File: src/rtl/ssp_pkg.sv
package ssp_pkg;

    localparam int WORD_W = 16;
    localparam int ADDR_W = 5;

    localparam logic [2:0] IDX_CTRL0 = 3'd0;
    localparam logic [2:0] IDX_CTRL1 = 3'd1;
    localparam logic [2:0] IDX_DATA  = 3'd2;
    localparam logic [2:0] IDX_STAT  = 3'd3;
    localparam logic [2:0] IDX_PRESC = 3'd4;
    localparam logic [2:0] IDX_IRQ   = 3'd5;

    localparam int C1_EN_BIT = 4;

    typedef enum logic [1:0] {
        ST_OFF,
        ST_IDLE,
        ST_LAUNCH,
        ST_SHIFT
    } port_state_e;

    typedef struct packed {
        logic [7:0] rate;
        logic [1:0] mode;
        logic [3:0] size;
    } frame_ctrl_t;

    typedef struct packed {
        logic slave_od;
        logic slave;
        logic enable;
        logic loopback;
        logic ovr_ie;
        logic tx_ie;
        logic rx_ie;
    } port_ctrl_t;

    // keep the low (size+1) bits of a word
    function automatic logic [WORD_W-1:0] size_mask(input logic [3:0] size);
        return {WORD_W{1'b1}} >> (4'd15 - size);
    endfunction

endpackage

File: src/rtl/ssp_fifo.sv
module ssp_fifo #(
    parameter int WIDTH = 16,
    parameter int DEPTH = 8
) (
    input  logic             clk,
    input  logic             rst_n,
    input  logic             flush,
    input  logic             push,
    input  logic [WIDTH-1:0] push_data,
    input  logic             pop,
    output logic [WIDTH-1:0] head,
    output logic [$clog2(DEPTH+1)-1:0] count,
    output logic             empty,
    output logic             full
);
    localparam int PTR_W = (DEPTH > 1) ? $clog2(DEPTH) : 1;
    localparam int CNT_W = $clog2(DEPTH+1);
    localparam logic [PTR_W-1:0] LAST = PTR_W'(DEPTH - 1);
    localparam logic [CNT_W-1:0] FULL_CNT = CNT_W'(DEPTH);

    logic [WIDTH-1:0] store [DEPTH];
    logic [PTR_W-1:0] wr_ptr, rd_ptr;
    logic do_push, do_pop;

    assign empty   = (count == '0);
    assign full    = (count == FULL_CNT);
    assign do_pop  = pop && !empty;
    assign do_push = push && (!full || do_pop);
    assign head    = store[rd_ptr];

    always_ff @(posedge clk) begin
        if (!rst_n || flush) begin
            wr_ptr <= '0;
            rd_ptr <= '0;
            count  <= '0;
        end else begin
            if (do_push)
                wr_ptr <= (wr_ptr == LAST) ? '0 : wr_ptr + 1'b1;
            if (do_pop)
                rd_ptr <= (rd_ptr == LAST) ? '0 : rd_ptr + 1'b1;
            if (do_push && !do_pop)
                count <= count + 1'b1;
            else if (do_pop && !do_push)
                count <= count - 1'b1;
        end
    end

    always_ff @(posedge clk) begin
        if (do_push && !(!rst_n || flush))
            store[wr_ptr] <= push_data;
    end

endmodule

File: src/rtl/ssp_regs.sv
module ssp_regs
    import ssp_pkg::*;
(
    input  logic              clk,
    input  logic              rst_n,
    input  logic              bus_sel,
    input  logic              bus_wr,
    input  logic              bus_half,
    input  logic [ADDR_W-1:0] bus_addr,
    input  logic [WORD_W-1:0] bus_wdata,
    output logic [WORD_W-1:0] bus_rdata,
    output frame_ctrl_t       fctrl,
    output port_ctrl_t        pctrl,
    output logic [7:0]        prescale,
    output logic              tx_push,
    output logic [WORD_W-1:0] tx_word,
    output logic              rx_pop,
    output logic              flush,
    output logic              ovr_clr,
    input  logic [WORD_W-1:0] rx_head,
    input  logic              rx_empty,
    input  logic              rx_full,
    input  logic              tx_empty,
    input  logic              tx_full,
    input  logic              busy,
    input  logic [2:0]        irq_vec
);
    logic              hit;
    logic [2:0]        idx;
    logic              wr_hit, rd_hit;
    logic [WORD_W-1:0] lane;
    logic [WORD_W-1:0] rd_word;

    assign hit    = bus_sel && (bus_addr[1:0] == 2'b00);
    assign idx    = bus_addr[4:2];
    assign wr_hit = hit && bus_wr;
    assign rd_hit = hit && !bus_wr;

    always_ff @(posedge clk) begin
        if (!rst_n) begin
            fctrl    <= '0;
            pctrl    <= '0;
            prescale <= '0;
        end else if (wr_hit) begin
            case (idx)
                IDX_CTRL0: begin
                    fctrl.size <= bus_wdata[3:0];
                    fctrl.mode <= bus_wdata[7:6];
                    if (bus_half)
                        fctrl.rate <= bus_wdata[15:8];
                end
                IDX_CTRL1: pctrl    <= port_ctrl_t'(bus_wdata[6:0]);
                IDX_PRESC: prescale <= {bus_wdata[7:1], 1'b0};
                default:   ;
            endcase
        end
    end

    assign lane    = bus_half ? bus_wdata : {8'h00, bus_wdata[7:0]};
    assign tx_word = lane & size_mask(fctrl.size);
    assign tx_push = wr_hit && (idx == IDX_DATA);
    assign rx_pop  = rd_hit && (idx == IDX_DATA);
    assign ovr_clr = wr_hit && (idx == IDX_IRQ);
    assign flush   = wr_hit && (idx == IDX_CTRL1) && pctrl.enable
                     && !bus_wdata[C1_EN_BIT];

    always_comb begin
        rd_word = '0;
        case (idx)
            IDX_CTRL0: rd_word = {fctrl.rate, fctrl.mode, 2'b00, fctrl.size};
            IDX_CTRL1: rd_word = {9'd0, pctrl};
            IDX_DATA:  rd_word = rx_empty ? '0 : rx_head;
            IDX_STAT:  rd_word = {11'd0, busy, rx_full, !rx_empty, !tx_full, tx_empty};
            IDX_PRESC: rd_word = {8'd0, prescale};
            IDX_IRQ:   rd_word = {13'd0, irq_vec};
            default:   rd_word = '0;
        endcase
    end

    assign bus_rdata = !rd_hit ? '0 : (bus_half ? rd_word : {8'h00, rd_word[7:0]});

endmodule

File: src/rtl/ssp_port_fsm.sv
module ssp_port_fsm
    import ssp_pkg::*;
(
    input  logic              clk,
    input  logic              rst_n,
    input  logic              port_en,
    input  logic [3:0]        size,
    input  logic              tx_empty,
    input  logic [WORD_W-1:0] tx_head,
    input  logic              rx_full,
    input  logic              eng_done,
    input  logic [WORD_W-1:0] eng_rx_word,
    input  logic              ovr_clr,
    output logic              eng_start,
    output logic [WORD_W-1:0] eng_word,
    output logic              eng_halt,
    output logic              tx_pop,
    output logic              rx_push,
    output logic [WORD_W-1:0] rx_word,
    output logic              in_flight,
    output logic              ovr_flag
);
    port_state_e state, nxt;
    logic accept, ovr_set;

    // state register
    always_ff @(posedge clk) begin
        if (!rst_n)
            state <= ST_OFF;
        else
            state <= nxt;
    end

    // transitions: enable, fetch, launch, complete, disable
    always_comb begin
        nxt = state;
        unique case (state)
            ST_OFF:    if (port_en) nxt = ST_IDLE;
            ST_IDLE:   if (!port_en) nxt = ST_OFF;
                       else if (!tx_empty) nxt = ST_LAUNCH;
            ST_LAUNCH: if (!port_en) nxt = ST_OFF;
                       else nxt = ST_SHIFT;
            ST_SHIFT:  if (!port_en) nxt = ST_OFF;
                       else if (eng_done) nxt = ST_IDLE;
        endcase
    end

    // outputs
    always_comb begin
        eng_start = 1'b0;
        eng_halt  = 1'b0;
        in_flight = 1'b0;
        accept    = 1'b0;
        unique case (state)
            ST_OFF:    eng_halt = 1'b1;
            ST_IDLE:   ;
            ST_LAUNCH: begin
                eng_start = port_en;
                in_flight = 1'b1;
            end
            ST_SHIFT: begin
                in_flight = 1'b1;
                accept    = port_en && eng_done;
            end
        endcase
    end

    assign eng_word = tx_head;
    assign tx_pop   = eng_start;
    assign rx_word  = eng_rx_word & size_mask(size);
    assign rx_push  = accept && !rx_full;
    assign ovr_set  = accept && rx_full;

    always_ff @(posedge clk) begin
        if (!rst_n)
            ovr_flag <= 1'b0;
        else if (ovr_set)
            ovr_flag <= 1'b1;
        else if (ovr_clr)
            ovr_flag <= 1'b0;
    end

endmodule

File: src/rtl/ssp_regfront.sv
module ssp_regfront
    import ssp_pkg::*;
#(
    parameter int FIFO_DEPTH = 8
) (
    input  logic              clk,
    input  logic              rst_n,
    input  logic              bus_sel,
    input  logic              bus_wr,
    input  logic              bus_half,
    input  logic [4:0]        bus_addr,
    input  logic [15:0]       bus_wdata,
    output logic [15:0]       bus_rdata,
    output logic              eng_start,
    output logic [15:0]       eng_word,
    input  logic              eng_done,
    input  logic [15:0]       eng_rx_word,
    output logic              eng_halt,
    output logic [3:0]        cfg_size,
    output logic [1:0]        cfg_mode,
    output logic [7:0]        cfg_rate,
    output logic [7:0]        cfg_prescale,
    output logic              cfg_loopback,
    output logic              cfg_slave,
    output logic              cfg_slave_od,
    output logic              irq_rx,
    output logic              irq_tx,
    output logic              irq_ovr,
    output logic              irq_any
);
    localparam int CNT_W = $clog2(FIFO_DEPTH+1);
    localparam logic [CNT_W-1:0] HALF = CNT_W'(FIFO_DEPTH / 2);

    frame_ctrl_t       fctrl;
    port_ctrl_t        pctrl;
    logic [7:0]        prescale;
    logic              tx_push, rx_pop, tx_pop, rx_push, flush, ovr_clr;
    logic [WORD_W-1:0] tx_word, tx_head, rx_word, rx_head;
    logic [CNT_W-1:0]  tx_count, rx_count;
    logic              tx_empty, tx_full, rx_empty, rx_full;
    logic              in_flight, ovr_flag, busy, port_en;
    logic [2:0]        irq_vec;

    assign port_en = pctrl.enable;

    ssp_regs i_regs (
        .clk(clk), .rst_n(rst_n),
        .bus_sel(bus_sel), .bus_wr(bus_wr), .bus_half(bus_half),
        .bus_addr(bus_addr), .bus_wdata(bus_wdata), .bus_rdata(bus_rdata),
        .fctrl(fctrl), .pctrl(pctrl), .prescale(prescale),
        .tx_push(tx_push), .tx_word(tx_word), .rx_pop(rx_pop),
        .flush(flush), .ovr_clr(ovr_clr),
        .rx_head(rx_head), .rx_empty(rx_empty), .rx_full(rx_full),
        .tx_empty(tx_empty), .tx_full(tx_full), .busy(busy), .irq_vec(irq_vec)
    );

    ssp_fifo #(.WIDTH(WORD_W), .DEPTH(FIFO_DEPTH)) i_tx_fifo (
        .clk(clk), .rst_n(rst_n), .flush(flush),
        .push(tx_push), .push_data(tx_word), .pop(tx_pop),
        .head(tx_head), .count(tx_count), .empty(tx_empty), .full(tx_full)
    );

    ssp_fifo #(.WIDTH(WORD_W), .DEPTH(FIFO_DEPTH)) i_rx_fifo (
        .clk(clk), .rst_n(rst_n), .flush(flush),
        .push(rx_push), .push_data(rx_word), .pop(rx_pop),
        .head(rx_head), .count(rx_count), .empty(rx_empty), .full(rx_full)
    );

    ssp_port_fsm i_fsm (
        .clk(clk), .rst_n(rst_n), .port_en(port_en), .size(fctrl.size),
        .tx_empty(tx_empty), .tx_head(tx_head), .rx_full(rx_full),
        .eng_done(eng_done), .eng_rx_word(eng_rx_word), .ovr_clr(ovr_clr),
        .eng_start(eng_start), .eng_word(eng_word), .eng_halt(eng_halt),
        .tx_pop(tx_pop), .rx_push(rx_push), .rx_word(rx_word),
        .in_flight(in_flight), .ovr_flag(ovr_flag)
    );

    assign busy    = port_en && (in_flight || !tx_empty);
    assign irq_rx  = pctrl.rx_ie  && (rx_count >= HALF);
    assign irq_tx  = pctrl.tx_ie  && (tx_count <= HALF);
    assign irq_ovr = pctrl.ovr_ie && ovr_flag;
    assign irq_vec = {irq_ovr, irq_tx, irq_rx};
    assign irq_any = |irq_vec;

    assign cfg_size     = fctrl.size;
    assign cfg_mode     = fctrl.mode;
    assign cfg_rate     = fctrl.rate;
    assign cfg_prescale = prescale;
    assign cfg_loopback = pctrl.loopback;
    assign cfg_slave    = pctrl.slave;
    assign cfg_slave_od = pctrl.slave_od;

endmodule

File: config.mk
export PLATFORM = sky130hd
export DESIGN_NAME = ssp_regfront
export DESIGN_NICKNAME = d
export VERILOG_FILES = /design/src/rtl/ssp_pkg.sv /design/src/rtl/ssp_fifo.sv /design/src/rtl/ssp_regs.sv /design/src/rtl/ssp_port_fsm.sv /design/src/rtl/ssp_regfront.sv
export SDC_FILE = /design/constraint.sdc
export NUM_CORES = 1
export LEC_CHECK = 0
export ABC_AREA = 0
export BUFFER_PORTS_ARGS = -buffer_cell sky130_fd_sc_hd__buf_2
export CORE_UTILIZATION = 60
export DETAILED_ROUTE_END_ITERATION = 16
export GPL_TIMING_DRIVEN = 0
export PLACE_DENSITY = 0.84
export SLEW_MARGIN = 10
export SYNTH_ARGS = -nofsm -noshare
export SYNTH_HDL_FRONTEND = slang
export SYNTH_SLANG_ARGS = --single-unit
File: constraint.sdc
create_clock -name clk -period 4.4 [get_ports clk]
set_input_delay 0.22 -clock clk [delete_from_list [all_inputs] [get_ports clk]]
set_output_delay 0.22 -clock clk [all_outputs]
set_load 0.01 [all_outputs]
# Yosys cells after proc, flatten, opt, wreduce, memory -nomap -nowiden
# Memories as Yosys holds them, arrays and structs flattened. A register that Yosys moved wholly into a read port is not among the register bits.
# Cells that the tools add are included.
# op_classes
reduce_logical,57
n_eq_ne,17
add_sub_neg,9
div,0
mul,0
mux,34
n_shift,1
magnitude_cmp,2
bitwise,2
# ops
operator,count
one-hot mux 16 bit (6 select lines),1
two-way mux 16 bit,4
bitwise AND 16 bit,2
logical AND 1 bit,26
two-way mux 3 bit,8
equality test 3 bit (second input constant),6
two-way mux 4 bit,4
>> shifter 16 x 4 -> 16 bit (first input constant),1
adder 3 x 1 -> 3 bit (second input constant),4
zero test 1 bit,12
two-way mux 2 bit,6
two-way mux 1 bit,10
adder 4 x 1 -> 4 bit (second input constant),2
equality test 4 bit (second input constant),2
zero test 4 bit,2
one-hot mux 2 bit (4 select lines),1
subtractor 4 x 1 -> 4 bit (second input constant),2
equality test 3 x 2 -> 1 bit (second input constant),2
!= test 3 bit (second input constant),2
AND reduction 2 bit,3
AND reduction 3 bit,2
nonzero test 2 bit,3
equality test 2 bit (second input constant),2
>= comparator 4 x 3 -> 1 bit (second input constant),1
10 further kinds,14
# totals
output_inout_bits,63
ff_bits,51
romBits,0
mem_count,2
input_bits,43
elab_cells,143
latchBits,0
mem_bits_rw,256
# memory_table
name,depth,word_bits,rd,rd_clocked_by_memory_dff,write_ports,line_no,source
i_rx_fifo.store,8,16,1,1,1,ssp_fifo.sv:21,logic [WIDTH-1:0] store [DEPTH];
i_tx_fifo.store,8,16,1,1,1,ssp_fifo.sv:21,

# Depth between registers and ports, before layout
# depth
depth_word,11
mapped_depth,11
ltp_nobuf,11

# Modules after synthesis
# From an unflattened synthesis, not the netlist that was laid out.
# hier_totals
hier_cells,819
hier_area_um2,13419.1
# by_module_without_submodules
mod,cells_per_inst,seq_area_each_um2,area_per_inst_um2,instances
ssp_fifo,265,4103.9,5535.3,2
ssp_regs,218,560.5,1836.8,1
ssp_port_fsm,63,60.1,459.2,1
ssp_regfront,8,0.0,52.6,1

# Least setup slack after synthesis
# Ideal clock, no wire load.
# synth_path
path_type,input to register
start,in bus_addr[2]
end,mem i_tx_fifo.store[0][0] (enable)
required_ps,3991
path_buffers,1
setup_time_ps,409
stages,5
t_arrival_ps,2382
path_slack_ps,1609
cell_sequence,clkbuf_1 > nor3b_1 > o211ai_1 > or3_1 > nor3_1
# synth_between
elab_chain_cells,9
elab_cells_between_ends,12
classes_between,2 x eq/ne; 2 x mux; 8 x reduce/logical
# synth_rtl
element,line_no,source
"start, declared",ssp_regfront.sv:11,"input logic [4:0] bus_addr,"
equality test 3 x 1 -> 1 bit,ssp_regs.sv:64,assign flush = wr_hit && (idx == IDX_CTRL1) && pctrl.enable
logical AND 1 bit (2 in series),ssp_regs.sv:64,
logical AND 1 bit,ssp_regs.sv:65,&& !bus_wdata[C1_EN_BIT];
logical OR 1 bit,ssp_fifo.sv:49,if (do_push && !(!rst_n || flush))
zero test 1 bit,ssp_fifo.sv:49,
logical AND 1 bit *,ssp_fifo.sv:49,
two-way mux 1 bit *,ssp_fifo.sv:49,
two-way mux 1 bit (not written as such) *,ssp_fifo.sv:50,store[wr_ptr] <= push_data;
"end, declared",ssp_fifo.sv:21,
# Mark *: on every way between the ends. The rest lies on a longest branch, timed or not.

==> results.yml <==
run_status:
  outcome: "finished clean"
clock_network:
  ctsResizeCount: 0
  cts_buffers: 34
  clk_latency_ps: 510
  clockBufferDepth: 3
  clock_sinks: 313
  cts_tree: "done"
  clk_pin_slew_ps: 60
  htree_levels: 2
  root_buffer: "clkbuf_16"
worst_setup_path:
  crit_buf_inv: 3
  path_common_cell: "clkbuf_1"
  required_ps: 4180
  crit_fanout: 10
  critPathMaxStageDelay_ps: 650
  critPathKind: "reg -> out"
  arrival_ps: 3250
  cpLargestDelayFamily: "buffers and inverters"
  critPathLaunchType: "flip-flop"
  ff2ff_setup_slack_ps: 1280
  crit_chain: "clkbuf_1 > clkbuf_1 > mux4_2 > mux2i_1 > o32ai_1 > buf_2"
  critPathSlowestCell: "clkbuf_1"
  crit_path_end_kind: "primary output"
drt:
  drc: 0
  drt_first_iter_violations: 595
  viasPerCell: 6.143
  vias: 7488
  routedWlPerCell_um: 24.63
  wl_um: 30020
  ant_nets: 0
  dr.pass1.iters: 5
layout:
  final_util_pct: 71.72
  regArea_sq_mm: 0.008828
  nets: 979
  nFillCells: 1275
  final_area_sq_mm: 0.01512
  layout-drive-gt1-share_pct: 30.08
  multi_input_area_sq_mm: 0.003941
  syn2layout_area_growth_pct: 17.02
  n_antenna_cell: 0
  final_cell_mix: "edfxtp_1 (256), buf_2 (113), mux4_2 (64), dfxtp_1 (57), mux2i_1 (55)"
  layout_commonest_cell: "edfxtp_1"
power:
  leakagePower_nw: 5.398
  p_total_mw: 5.911
  ir_drop_v: 0.0004092
  cellPowerDensity_mw_per_mm2: 390.9
logic_synthesis:
  synthCells: 762
  async_flop_share_pct: 0
  syn_nets: 821
  synthFlopType: "edfxtp_1"
  synth.ff_latch_count: 313
  ys_types: 60
  syn_area_sq_mm: 0.01292
  yosys_warnings: 0
  synth_edf_count: 256
  ys_seq_area_share_pct: 68.31
  synth_area_per_cell_sq_um: 16.96
sta:
  tightestPinTransition_ps: 973.8
  period_minus_slack_ps: 3473
  skew_ps: 12.22
  final.setup.tns_ps: 0
  fin_hold_ws_ps: 17.25
  slew_headroom_pct: 34.49
  min_period_over_period_pct: 78.94
  setup_viol: 0
  hold_violations: 0
  rsz0062_at_grt: "no"
  drv_slew: 0
  fmax_ghz: 0.2879
floorplan:
  core_sq_mm: 0.02109
  die_width_um: 148.8
  dieHeight_um: 148.8
  num_rows: 53
  io_pins: 106
  start_util_pct: 61.29
  dieArea_sq_mm: 0.02213
grt:
  grt_pass1_vias: 7702
  grt_max_degree: 15
  antenna_found_initial: 0
  grt-ovfl-total: 0
  grtUsageTotal_pct: 28.24
  grt_pass1_wl_um: 45140
job:
  max-cap-violations: 0
placement:
  placed_area_sq_mm: 0.01406
  dp_hpwl_um: 20490
  portBuffers: 103
  globalplace.congestion: 0.8937
min_path:
  min_path_type: "in -> reg"
==> power breakdown <==
| group | switching (mW) | total (mW) | internal (mW) |
|---|---|---|---|
| logic | 0.0515 | 0.0846 | 0.0331 |
| clock network | 1.10 | 2.66 | 1.57 |
| registers | 0.00162 | 3.16 | 3.16 |
==> final cells by class <==
type	count	area share (%)
clock buffer	45	6.238
sequential	313	58.38
buffer	43	1.175
tap	275	2.275
timing repair buffer	122	5.055
inverter	7	0.1737
multi-input combinational	399	26.06
clock inverter	15	0.6453
==> worst register-to-register path, stage by stage, from the launching register on <==
cell	delay (ps)
dfxtp_1	370
or4b_2	730
o211ai_1	400
inv_1	180
ha_1	230
inv_1	150
ha_1	300
a21oi_1	190
nand3_1	140
a21o_1	210
a21oi_1	150
==> metal layers <==
metal	global-route usage [%]	routed length, um
met1	36.66	11280
met2	48.29	15550
met3	4.098	2209
met4	11.38	984
met5	0	0
==> sequential cells by signal, indices dropped and copies added (netlist names), named ones only <==
| register | cells |
|---|---|
| i_rx_fifo.wr_ptr | 3 |
| i_regs.fctrl | 14 |
| i_tx_fifo.wr_ptr | 3 |
| i_rx_fifo.count | 4 |
| i_tx_fifo.count | 4 |
| i_tx_fifo.rd_ptr | 3 |
| i_fsm.state | 2 |
| i_regs.prescale | 7 |
| i_rx_fifo.rd_ptr | 3 |
| i_regs.pctrl | 7 |
| i_fsm.ovr_flag | 1 |
| i_rx_fifo.store | 128 |
| i_tx_fifo.store | 128 |
==> synthesized netlist by cell type (all sizes together), types with 3 or more instances <==
cell,number,area share [%]
nor2,46,1.3
a21oi,22,0.85
and2,5,0.24
o22ai,3,0.15
clkbuf,25,0.73
nor2b,42,2.0
mux2,17,1.5
edfxtp,256,59
mux2i,55,4.3
a31oi,3,0.15
nor3,6,0.36
o2bb2ai,9,0.61
dfxtp,57,8.8
a21boi,4,0.23
ha,14,1.4
buf,18,0.65
mux4,64,11
o21ai,4,0.15
nor3b,3,0.17
nand3,9,0.35
nand2b,6,0.29
or2,3,0.15
or3b,3,0.20
nand2,20,0.58
inv,7,0.20
nand3b,5,0.29
and4,4,0.27
and3,10,0.48
or3,7,0.34
==> worst paths after layout <==
kind,from,end,cells after the start
max,flip-flop,bus_rdata[0],6
min,bus_wdata[14],i_regs.fctrl[12]$_SDFFE_PN0P_,3
max reg2reg,i_tx_fifo.count[0]$_SDFFE_PP0P_,i_tx_fifo.count[3]$_SDFFE_PP0P_,10
min reg2reg,i_rx_fifo.rd_ptr[1]$_SDFFE_PP0P_,flip-flop,2
==> cell families after synthesis <==
| logic type | count (synthesis) | share of synthesized area, % |
|---|---|---|
| fa+ha+maj | 16 | 1.665 |
| simple gates | 178 | 7.881 |
| flops | 313 | 68.31 |
| buf+inv | 50 | 1.578 |
| compound gates | 64 | 3.369 |
| other cells | 1 | 0.02902 |
| mux | 136 | 16.89 |
| xor+xnor | 4 | 0.2711 |
==> per-stage QoR <==
stage | std cells | setup WS [ps]
finish | 1219 | 926.9
global route | 1219 | 870.4
CTS | 1219 | 955.4
detailed placement | 1157 | 1366
global placement | 1140 | 430.2
floorplan | 762 | 1609
==> what timing repair did <==
item,in CTS,in global routing
setup buffers,0,0
hold buffers,2,0
endpoints found under the hold margin,2,0
Power figures use the tool's default switching activity.
